<file path="config.mk">
export PLATFORM = sky130hd
export DESIGN_NAME = wuf_data_match
export DESIGN_NICKNAME = d
export VERILOG_FILES = /design/src/rtl/wuf_pkg.sv /design/src/rtl/wuf_cfg_regs.sv /design/src/rtl/wuf_frame_track.sv /design/src/rtl/wuf_hit_acc.sv /design/src/rtl/wuf_data_match.sv
export SDC_FILE = /design/constraint.sdc
export NUM_CORES = 1
export LEC_CHECK = 0
export ABC_CLOCK_PERIOD_IN_PS = 3150
export BUFFER_PORTS_ARGS = -buffer_cell sky130_fd_sc_hd__buf_2
export CAP_MARGIN = 20
export CORE_UTILIZATION = 40
export CTS_BUF_LIST = sky130_fd_sc_hd__clkbuf_4
export CTS_CLUSTER_SIZE = 10
export DETAILED_ROUTE_END_ITERATION = 12
export PLACE_DENSITY_LB_ADDON = 0.1
export SLEW_MARGIN = 10
export SYNTH_ARGS = -nofsm -noshare
export SYNTH_HDL_FRONTEND = slang
export SYNTH_HIERARCHICAL = 1
export SYNTH_SLANG_ARGS = --single-unit
</file>
<file path="constraint.sdc">
create_clock -name clk_i -period 3.15 [get_ports clk_i]
set_clock_uncertainty 0.2 [all_clocks]
set_input_delay 0.1575 -clock clk_i [delete_from_list [all_inputs] [get_ports clk_i]]
set_output_delay 0.1575 -clock clk_i [all_outputs]
set_load 0.01 [all_outputs]
</file>
<file path="src/rtl/wuf_pkg.sv">
package wuf_pkg;
  localparam int WUF_NB    = 8;
  localparam int WUF_BW    = 8;
  localparam int WUF_AW    = 8;
  localparam int WUF_DLC_W = 4;
endpackage

</file>
<file path="src/rtl/wuf_cfg_regs.sv">
module wuf_cfg_regs #(
  parameter int NB        = 8,
  parameter int BW        = 8,
  parameter int AW        = 8,
  parameter int CTRL_ADDR = 'h38,
  parameter int PAT_BASE  = 'h39
) (
  input  logic             clk_i,
  input  logic             rst_ni,
  input  logic             we_i,
  input  logic [AW-1:0]    addr_i,
  input  logic [BW-1:0]    wdata_i,
  output logic [NB*BW-1:0] pat_o,
  output logic             en_o
);
  always_ff @(posedge clk_i or negedge rst_ni) begin
    if (!rst_ni)                                   en_o <= 1'b0;
    else if (we_i && addr_i == AW'(CTRL_ADDR))     en_o <= wdata_i[0];
  end

  for (genvar i = 0; i < NB; i++) begin : g_pat
    always_ff @(posedge clk_i or negedge rst_ni) begin
      if (!rst_ni)                                 pat_o[i*BW +: BW] <= '0;
      else if (we_i && addr_i == AW'(PAT_BASE + i)) pat_o[i*BW +: BW] <= wdata_i;
    end
  end
endmodule

</file>
<file path="src/rtl/wuf_frame_track.sv">
module wuf_frame_track #(
  parameter int NB    = 8,
  parameter int DLC_W = 4,
  localparam int CNT_W = $clog2(NB + 1)
) (
  input  logic             clk_i,
  input  logic             rst_ni,
  input  logic             start_i,
  input  logic [DLC_W-1:0] dlc_i,
  input  logic             byte_valid_i,
  input  logic             end_i,
  input  logic             abort_i,
  output logic             in_frame_o,
  output logic             take_o,
  output logic [CNT_W-1:0] idx_o,
  output logic             fin_o
);
  logic [CNT_W-1:0] n_q, cnt_q, eff_n;

  // length codes above NB saturate
  assign eff_n = (dlc_i > DLC_W'(NB)) ? CNT_W'(NB) : CNT_W'(dlc_i);

  assign take_o = in_frame_o && byte_valid_i && !start_i && !abort_i && !end_i
                  && (cnt_q < n_q);
  assign fin_o  = in_frame_o && end_i && !start_i && !abort_i;
  // reverse mapping: last byte lands on index 0
  assign idx_o  = n_q - cnt_q - CNT_W'(1);

  always_ff @(posedge clk_i or negedge rst_ni) begin
    if (!rst_ni) begin
      in_frame_o <= 1'b0;
      n_q        <= '0;
      cnt_q      <= '0;
    end else if (start_i) begin
      in_frame_o <= 1'b1;
      n_q        <= eff_n;
      cnt_q      <= '0;
    end else if (abort_i || fin_o) begin
      in_frame_o <= 1'b0;
    end else if (take_o) begin
      cnt_q      <= cnt_q + CNT_W'(1);
    end
  end
endmodule

</file>
<file path="src/rtl/wuf_hit_acc.sv">
module wuf_hit_acc #(
  parameter int NB = 8,
  parameter int BW = 8,
  localparam int CNT_W = $clog2(NB + 1)
) (
  input  logic             clk_i,
  input  logic             rst_ni,
  input  logic             start_i,
  input  logic [NB*BW-1:0] pat_i,
  input  logic             en_i,
  input  logic             take_i,
  input  logic [CNT_W-1:0] idx_i,
  input  logic [BW-1:0]    byte_i,
  input  logic             fin_i,
  input  logic             abort_i,
  output logic             en_sh_o,
  output logic             res_valid_o,
  output logic             match_o
);
  logic [NB*BW-1:0] pat_sh_q;
  logic             hit_q;
  logic [BW-1:0]    sel_pat;

  assign sel_pat = pat_sh_q[idx_i*BW +: BW];

  always_ff @(posedge clk_i or negedge rst_ni) begin
    if (!rst_ni) begin
      pat_sh_q <= '0;
      en_sh_o  <= 1'b0;
      hit_q    <= 1'b0;
    end else if (start_i) begin
      pat_sh_q <= pat_i;
      en_sh_o  <= en_i;
      hit_q    <= 1'b0;
    end else if (abort_i) begin
      hit_q    <= 1'b0;
    end else if (take_i) begin
      hit_q    <= hit_q | (|(byte_i & sel_pat));
    end
  end

  always_ff @(posedge clk_i or negedge rst_ni) begin
    if (!rst_ni) begin
      res_valid_o <= 1'b0;
      match_o     <= 1'b0;
    end else begin
      res_valid_o <= fin_i;
      if (fin_i) match_o <= !en_sh_o || hit_q;
    end
  end
endmodule

</file>
<file path="src/rtl/wuf_data_match.sv">
module wuf_data_match
  import wuf_pkg::*;
#(
  parameter int NB        = WUF_NB,
  parameter int BW        = WUF_BW,
  parameter int AW        = WUF_AW,
  parameter int DLC_W     = WUF_DLC_W,
  parameter int CTRL_ADDR = 'h38,
  parameter int PAT_BASE  = 'h39
) (
  input  logic             clk_i,
  input  logic             rst_ni,
  input  logic             cfg_we_i,
  input  logic [AW-1:0]    cfg_addr_i,
  input  logic [BW-1:0]    cfg_wdata_i,
  input  logic             frm_start_i,
  input  logic [DLC_W-1:0] frm_dlc_i,
  input  logic             byte_valid_i,
  input  logic [BW-1:0]    byte_i,
  input  logic             frm_end_i,
  input  logic             frm_abort_i,
  output logic             res_valid_o,
  output logic             match_o
);
  localparam int CNT_W = $clog2(NB + 1);

  logic [NB*BW-1:0] pat_live;
  logic             en_live, en_sh, in_frame, take, fin;
  logic [CNT_W-1:0] idx;

  wuf_cfg_regs #(.NB(NB), .BW(BW), .AW(AW), .CTRL_ADDR(CTRL_ADDR), .PAT_BASE(PAT_BASE)) u_regs (
    .clk_i(clk_i), .rst_ni(rst_ni), .we_i(cfg_we_i), .addr_i(cfg_addr_i),
    .wdata_i(cfg_wdata_i), .pat_o(pat_live), .en_o(en_live)
  );

  wuf_frame_track #(.NB(NB), .DLC_W(DLC_W)) u_track (
    .clk_i(clk_i), .rst_ni(rst_ni), .start_i(frm_start_i), .dlc_i(frm_dlc_i),
    .byte_valid_i(byte_valid_i), .end_i(frm_end_i), .abort_i(frm_abort_i),
    .in_frame_o(in_frame), .take_o(take), .idx_o(idx), .fin_o(fin)
  );

  wuf_hit_acc #(.NB(NB), .BW(BW)) u_acc (
    .clk_i(clk_i), .rst_ni(rst_ni), .start_i(frm_start_i), .pat_i(pat_live),
    .en_i(en_live), .take_i(take), .idx_i(idx), .byte_i(byte_i), .fin_i(fin),
    .abort_i(frm_abort_i), .en_sh_o(en_sh), .res_valid_o(res_valid_o), .match_o(match_o)
  );
endmodule

</file>
==> metrics, run 1 <==
count of cell types in the netlist=53; synthesized cell area=6271 um^2; slowest CP cell=dfrtp_1; Final ANT Viol Nets=0; largest net degree at the start of global routing=78; DRT Pass-1 Iters=4; Placed Area=6744 um^2; CTS H-tree lvls=4; worst rel slew slack=38.37%; Max Cap Violations=0; All-Layer GR Usage=19.36%; I/O pin total=37; post-DR vias/cell=5.137; Hold Slack=50.73 ps; CP max stage delay=440 ps; clock power share=33.7%; Comb power frac=11.6%; setup repair after global routing missed its margin=false; Post-synth EDFFs=0; CTS tree=yes; port bufs=36; ys async rst share=100.0%; met2 usage in global routing=31.67%; first-pass GRT wire length=22780 um; crit path cell chain=inv_1, ha_1, inv_1, fa_1, xnor2_2, buf_12, mux4_1, a222oi_1, mux2i_1, o31a_1; PostCTS Resize Cnt=0; WL per Instance=20.07 um; Leakage=3.663 nW; critical path required time=3360 ps; vias in the first global route=3907; P_sw=0.8971 mW; final net count=530; final std cells w/o fill=710; fin util=48.75%; met3 Usage GRT=5.360%; initial antenna violation count=1; Die Height=127.2 um; Area Growth Syn to Fin=18.62%; clock period minus worst slack=2895 ps; Tcrit/Tclk final=91.90%; CTS Sinks=142; Sw Share=24.89%; hpwl dp=9287 um; Bufs on Longest Clock Path=2; internal power=2.707 mW; nature of the critical path endpoint=register; GRT Max-Usage Layer=met2; Iter 0 DRT Violations=208; Initial Util=41.10%; post-placement cell count=640; min-delay worst type=in -> reg; measured slew at the worst slew-check pin=917.5 ps; GRT overflow=0; Max Slew Vio Count=0; syn_nets=441; Post-Route WL=14250 um; setup TNS=0 ps; root cell of the clock tree=clkbuf_4; final hold vios=0; cell repeated most along the worst path=inv_1; gp weighted congestion=0.8332; met1 Track Usage GR=25.06%; CORE AREA=15260 um^2; Power per Cell Area=484.5 nW/um^2; critical path type=reg -> reg; die width=127.2 um; layout cell share with drive strength beyond 1=48.19%; cts bufs inserted=17; full die area=16180 um^2; Cell Rows=45; f_max=0.3455 GHz; status=finished clean; critical path peak fanout=16; Avg Inst Size Synth=15.80 um^2; Residual DRC=0; commonest register cell after synthesis=dfrtp_1; Via Count=3647; Clock Latency Late Sink=530 ps; sequential share of power=54.6%; final instance area=7438 um^2; Peak VDD IR=0.2721 mV; Startpoint Class=register; Post-Syn Instances=397; Seq/Total Area, Yosys=56.66%; yosys warns=6; Clock transition at path regs=120 ps; CP arrival=3110 ps; Setup-failing EPs final=0; Seq cells post-synth=142
-- routing by layer --
layer / up-vias / share of wire (%)
met5: - / 0
met4: 0 / 1.4
met3: 12 / 4.0
met2: 74 / 49
met1: 1901 / 46
li1: 1660 / -
-- worst max-delay path: cells and delay by family, from the launching register on --
kind | cells | cell delay, ps
adder cells (fa/ha/maj) | 2 | 570
flip-flops | 1 | 440
multiplexers | 2 | 400
buffers and inverters | 3 | 340
XOR/XNOR | 1 | 200
AO/OA/AOI/OAI | 2 | 630
-- registers in the layout, indices dropped and copies added, names as in the netlist --
register,count
u_acc/pat_sh_q,64
u_regs/pat_o,64
u_track/cnt_q,4
u_track/n_q,4
u_acc/en_sh_o,1
u_acc/hit_q,1
u_acc/match_o,1
u_acc/res_valid_o,1
u_regs/en_o,1
u_track/in_frame_o,1
-- per-stage QoR --
step | setup WS [ps] | power (mW)
after CTS | 227.8 | 3.656
after floorplan | 304.6 | 2.225
after detailed placement | 273.3 | 2.393
final | 255.3 | 3.604
after global routing | 101.9 | 3.785
after global placement | 338.7 | 2.383
-- synth_stat cells, types with 3 or more instances --
library cell | count | area [um^2]
mux2_4 | 8 | 120.1
nor2b_1 | 3 | 18.77
nand2_1 | 6 | 22.52
inv_1 | 14 | 52.55
mux2_2 | 123 | 1385
buf_6 | 4 | 45.04
mux4_1 | 4 | 105.1
a21oi_1 | 4 | 20.02
nor2_1 | 5 | 18.77
ha_1 | 8 | 100.1
mux4_2 | 12 | 270.3
dfrtp_1 | 142 | 3553
nand3_1 | 5 | 25.02
clkbuf_1 | 8 | 30.03
-- final cells by class --
| cell class | instances | area (um^2) |
|---|---|---|
| fillers | 1346 | 7820 |
| clock buffers | 20 | 150.1 |
| repair buffers | 84 | 684.4 |
| clock inverters | 11 | 143.9 |
| flip-flops and latches | 142 | 3553 |
| inverters | 14 | 52.55 |
| multi-input cells | 227 | 2587 |
| well taps | 211 | 264.0 |
| diodes | 1 | 2.502 |
-- timing repair --
| item | in CTS | in global routing |
|---|---|---|
| endpoints found under the hold margin | 219 | 0 |
| hold buffers | 38 | 0 |
| setup buffers | 0 | 0 |
-- power groups by stage --
stage	clock network [mW]	registers, mW	logic [mW]
detailed placement	0	2.01	0.386
finish	1.21	1.97	0.420
floorplan	0	1.98	0.246
global placement	0	2.01	0.377
global route	1.34	1.98	0.462
CTS	1.26	1.97	0.427
-- cells in the final DEF (no fill, tap or decap), types with 5 or more instances in the layout --
master,instances
buf_2,35
buf_4,8
clkbuf_4,20
dfrtp_1,142
dlygate4sd3_1,37
ha_1,8
inv_1,14
mux2_2,123
mux2_4,8
mux4_2,12
nand2_1,6
nand3_1,5
nor2_1,5
-- cells by family after synthesis --
family | Yosys count | share of synthesized area [%]
mux | 149 | 30.31
simple gates | 43 | 5.706
fa+ha+maj | 9 | 1.915
flops | 142 | 56.66
buf+inv | 28 | 2.195
xor+xnor | 2 | 0.2794
compound gates | 24 | 2.933
-- worst paths after layout --
kind                                      end             start  cells past startpoint  slack [ps]
setup / recovery                  u_acc/hit_q  u_track/cnt_q[0]                     10         260
hold / removal                    u_regs/en_o     cfg_addr_i[3]                      4          50
setup reg to reg                  u_acc/hit_q  u_track/cnt_q[0]                     10         260
hold reg to reg            u_acc/pat_sh_q[50]  u_regs/pat_o[50]                      1         300
max in group asynchronous  u_acc/pat_sh_q[20]            rst_ni                      4        1820
min in group asynchronous    u_regs/pat_o[45]            rst_ni                      3         350
No activity file was read; power rests on OpenSTA's default activity.
==> run 2, diff against run 1 <==
- ABC_CLOCK_PERIOD_IN_PS: 3150 -> 3800
- clock period: 3.15 -> 3.8 ns (I/O delays scaled with it)
==> run 2 against run 1 <==
Net effect:
- design area is 2.6% lower
- routed wire length decreased by 2.6%
- final cell count fell by 2.0%
- setup slack improved by 29 ps
- via count is 1.8% lower
- non-clock buffer count down 15
- sequential power fell by 17%
- clock-buffer cell count down 2
- critical endpoint unchanged
- sequential share of layout area rose by 1.3 points
- highest routed layer unchanged
- sequential cell count is the same
- clock power down 19%
- critical path type unchanged
==> metrics, run 2 (synthesis results as in run 1) <==
status=finished clean; Peak VDD IR=0.1792 mV (-34%); first-pass GRT wire length=22280 um (-2.2%); Via Count=3583 (-1.8%); full die area=16180 um^2 (unchanged); final hold vios=0 (unchanged); cts bufs inserted=17 (unchanged); Initial Util=41.10% (unchanged); clock period minus worst slack=3515 ps (+620.6 ps); port bufs=36 (unchanged); top flop regs=u_acc/pat_sh_q: 64 flops, u_regs/pat_o: 64 flops; hpwl dp=9280 um (about the same); vias in the first global route=3826 (-2.1%); CTS H-tree lvls=4 (unchanged); Placed Area=6696 um^2 (-0.71%); CTS Sinks=142 (unchanged); WP buf/inv=4 (+1); total power=2.935 mW (-19%); gp weighted congestion=0.8385 (+0.64%); Crit path max-delay family=buffers and inverters; crit path cell chain=inv_1, ha_1, inv_1, fa_1, xnor2_2, buf_4, mux4_1, a222oi_1, mux2i_1, o31a_1, dlygate4sd3_1; Clock Latency Late Sink=540 ps (about the same); Die Height=127.2 um (unchanged); commonest non-fill, non-tap cells in the layout=dfrtp_1 (142), mux2_2 (123), buf_2 (35); initial antenna violation count=1 (unchanged); slowest CP cell=dlygate4sd3_1; CP max stage delay=550 ps (+110 ps); CP arrival=3740 ps (+630 ps); hold path depth=4 (unchanged); Setup-failing EPs final=0 (unchanged); worst rel slew slack=26.07% (-12 points); All-Layer GR Usage=19.14% (-0.22 points); post-placement cell count=637 (-0.47%); die width=127.2 um (unchanged); Residual DRC=0 (unchanged); min-delay worst type=in -> reg; cells on worst reg2reg path=11 (+1); CORE AREA=15260 um^2 (unchanged); final setup margin=284.7 ps (+29.37 ps); WL per Instance=19.94 um (-0.65%); Max Cap Violations=0 (unchanged); cell repeated most along the worst path=inv_1; setup repair after global routing missed its margin=false; Worst R2R End=u_acc/hit_q; Iter 0 DRT Violations=182 (-13%); post-DR vias/cell=5.148 (+0.22%); layout cell share with drive strength beyond 1=48.14% (-0.052 points); most common cell after layout, fill and taps aside=dfrtp_1; Max Slew Vio Count=0 (unchanged); FF-to-FF setup slack=280 ps (+30 ps); f_max=0.2845 GHz (-18%); Power per Cell Area=405.1 nW/um^2 (-16%); I/O pin total=37 (unchanged); dpl ws=848.6 ps (+575.3 ps); final net count=515 (-2.8%); Bufs on Longest Clock Path=2 (unchanged); largest net degree at the start of global routing=102 (+31%); final std cells w/o fill=696 (-2.0%); setup TNS=0 ps (unchanged); critical path type=reg -> reg; Startpoint Class=register; Cell Rows=45 (unchanged); final instance area=7244 um^2 (-2.6%); Final ANT Viol Nets=0 (unchanged); Tcrit/Tclk final=92.51% (+0.61 points); WHS Endpoint=u_regs/en_o; root cell of the clock tree=clkbuf_4; GRT overflow=0 (unchanged); Hold Crit Start=cfg_addr_i[6]; critical path required time=4030 ps (+670 ps); nature of the critical path endpoint=register; critical path peak fanout=16 (unchanged); PostCTS Resize Cnt=0 (unchanged); Post-Route WL=13880 um (-2.6%); Leakage=3.586 nW (-2.1%); RR Startpoint=u_track/cnt_q[0]; CTS tree=yes; Area Growth Syn to Fin=15.52%; FILL cells=1336 (-0.74%); Clock transition at path regs=110 ps (about the same); measured slew at the worst slew-check pin=1103 ps (+185.4 ps); DRT Pass-1 Iters=4 (unchanged)
[run 2: what timing repair did]
item	4_1_cts	5_1_grt
endpoints found under the hold margin	176	0
hold buffers	26	0
setup buffers	0	0
setup endpoints to repair	0	0
[run 2: worst min-delay path: stages]
cell and delay [ps]:
buf_2 110, and4bb_2 230, nand3b_1 90, mux2_2 140
[run 2: where the power goes]
| group | internal, mW | total (mW) | switching (mW) |
|---|---|---|---|
| Clock | 0.452 | 0.979 | 0.528 |
| Combinational | 0.167 | 0.323 | 0.156 |
| Sequential | 1.59 | 1.63 | 0.0455 |
| Total | 2.21 | 2.93 | 0.729 |
[run 2: how the worst max path moves through the flow]
stage                          start     endpoint  slack (ps)  depth (start not counted)
detailed placement  u_track/cnt_q[0]  u_acc/hit_q         850                         10
CTS                 u_track/cnt_q[0]  u_acc/hit_q         280                         11
floorplan           u_track/cnt_q[0]  u_acc/hit_q         950                         11
global route        u_track/cnt_q[0]  u_acc/hit_q          10                         11
finish              u_track/cnt_q[0]  u_acc/hit_q         280                         11
global placement    u_track/cnt_q[0]  u_acc/hit_q         910                         10
[run 2: metrics by stage]
step	hold WS, ps	util [%]
finish	61.95	47.48
global route	45.65	47.48
CTS	8.172	47.46
detailed placement	158.2	43.89
global placement	148.8	43.89
floorplan	-305.6	-
[run 2: final cells by class]
class	instances	area, um^2	area share, %
tap	211	264.0	3.644
sequential	142	3553	49.05
multi-input combinational	227	2587	35.72
inverter	14	52.55	0.7254
clock inverter	14	150.1	2.073
antenna	1	2.502	0.03454
timing repair buffer	69	499.2	6.891
clock buffer	18	135.1	1.865
[run 2: per-layer routing]
metal,vias to the layer above,GRT usage [%],routed length (um)
li1,1621,-,-
met1,1874,25.60,6414
met2,81,30.70,6744
met3,7,5.067,617
met4,0,5.672,99
met5,-,0,0
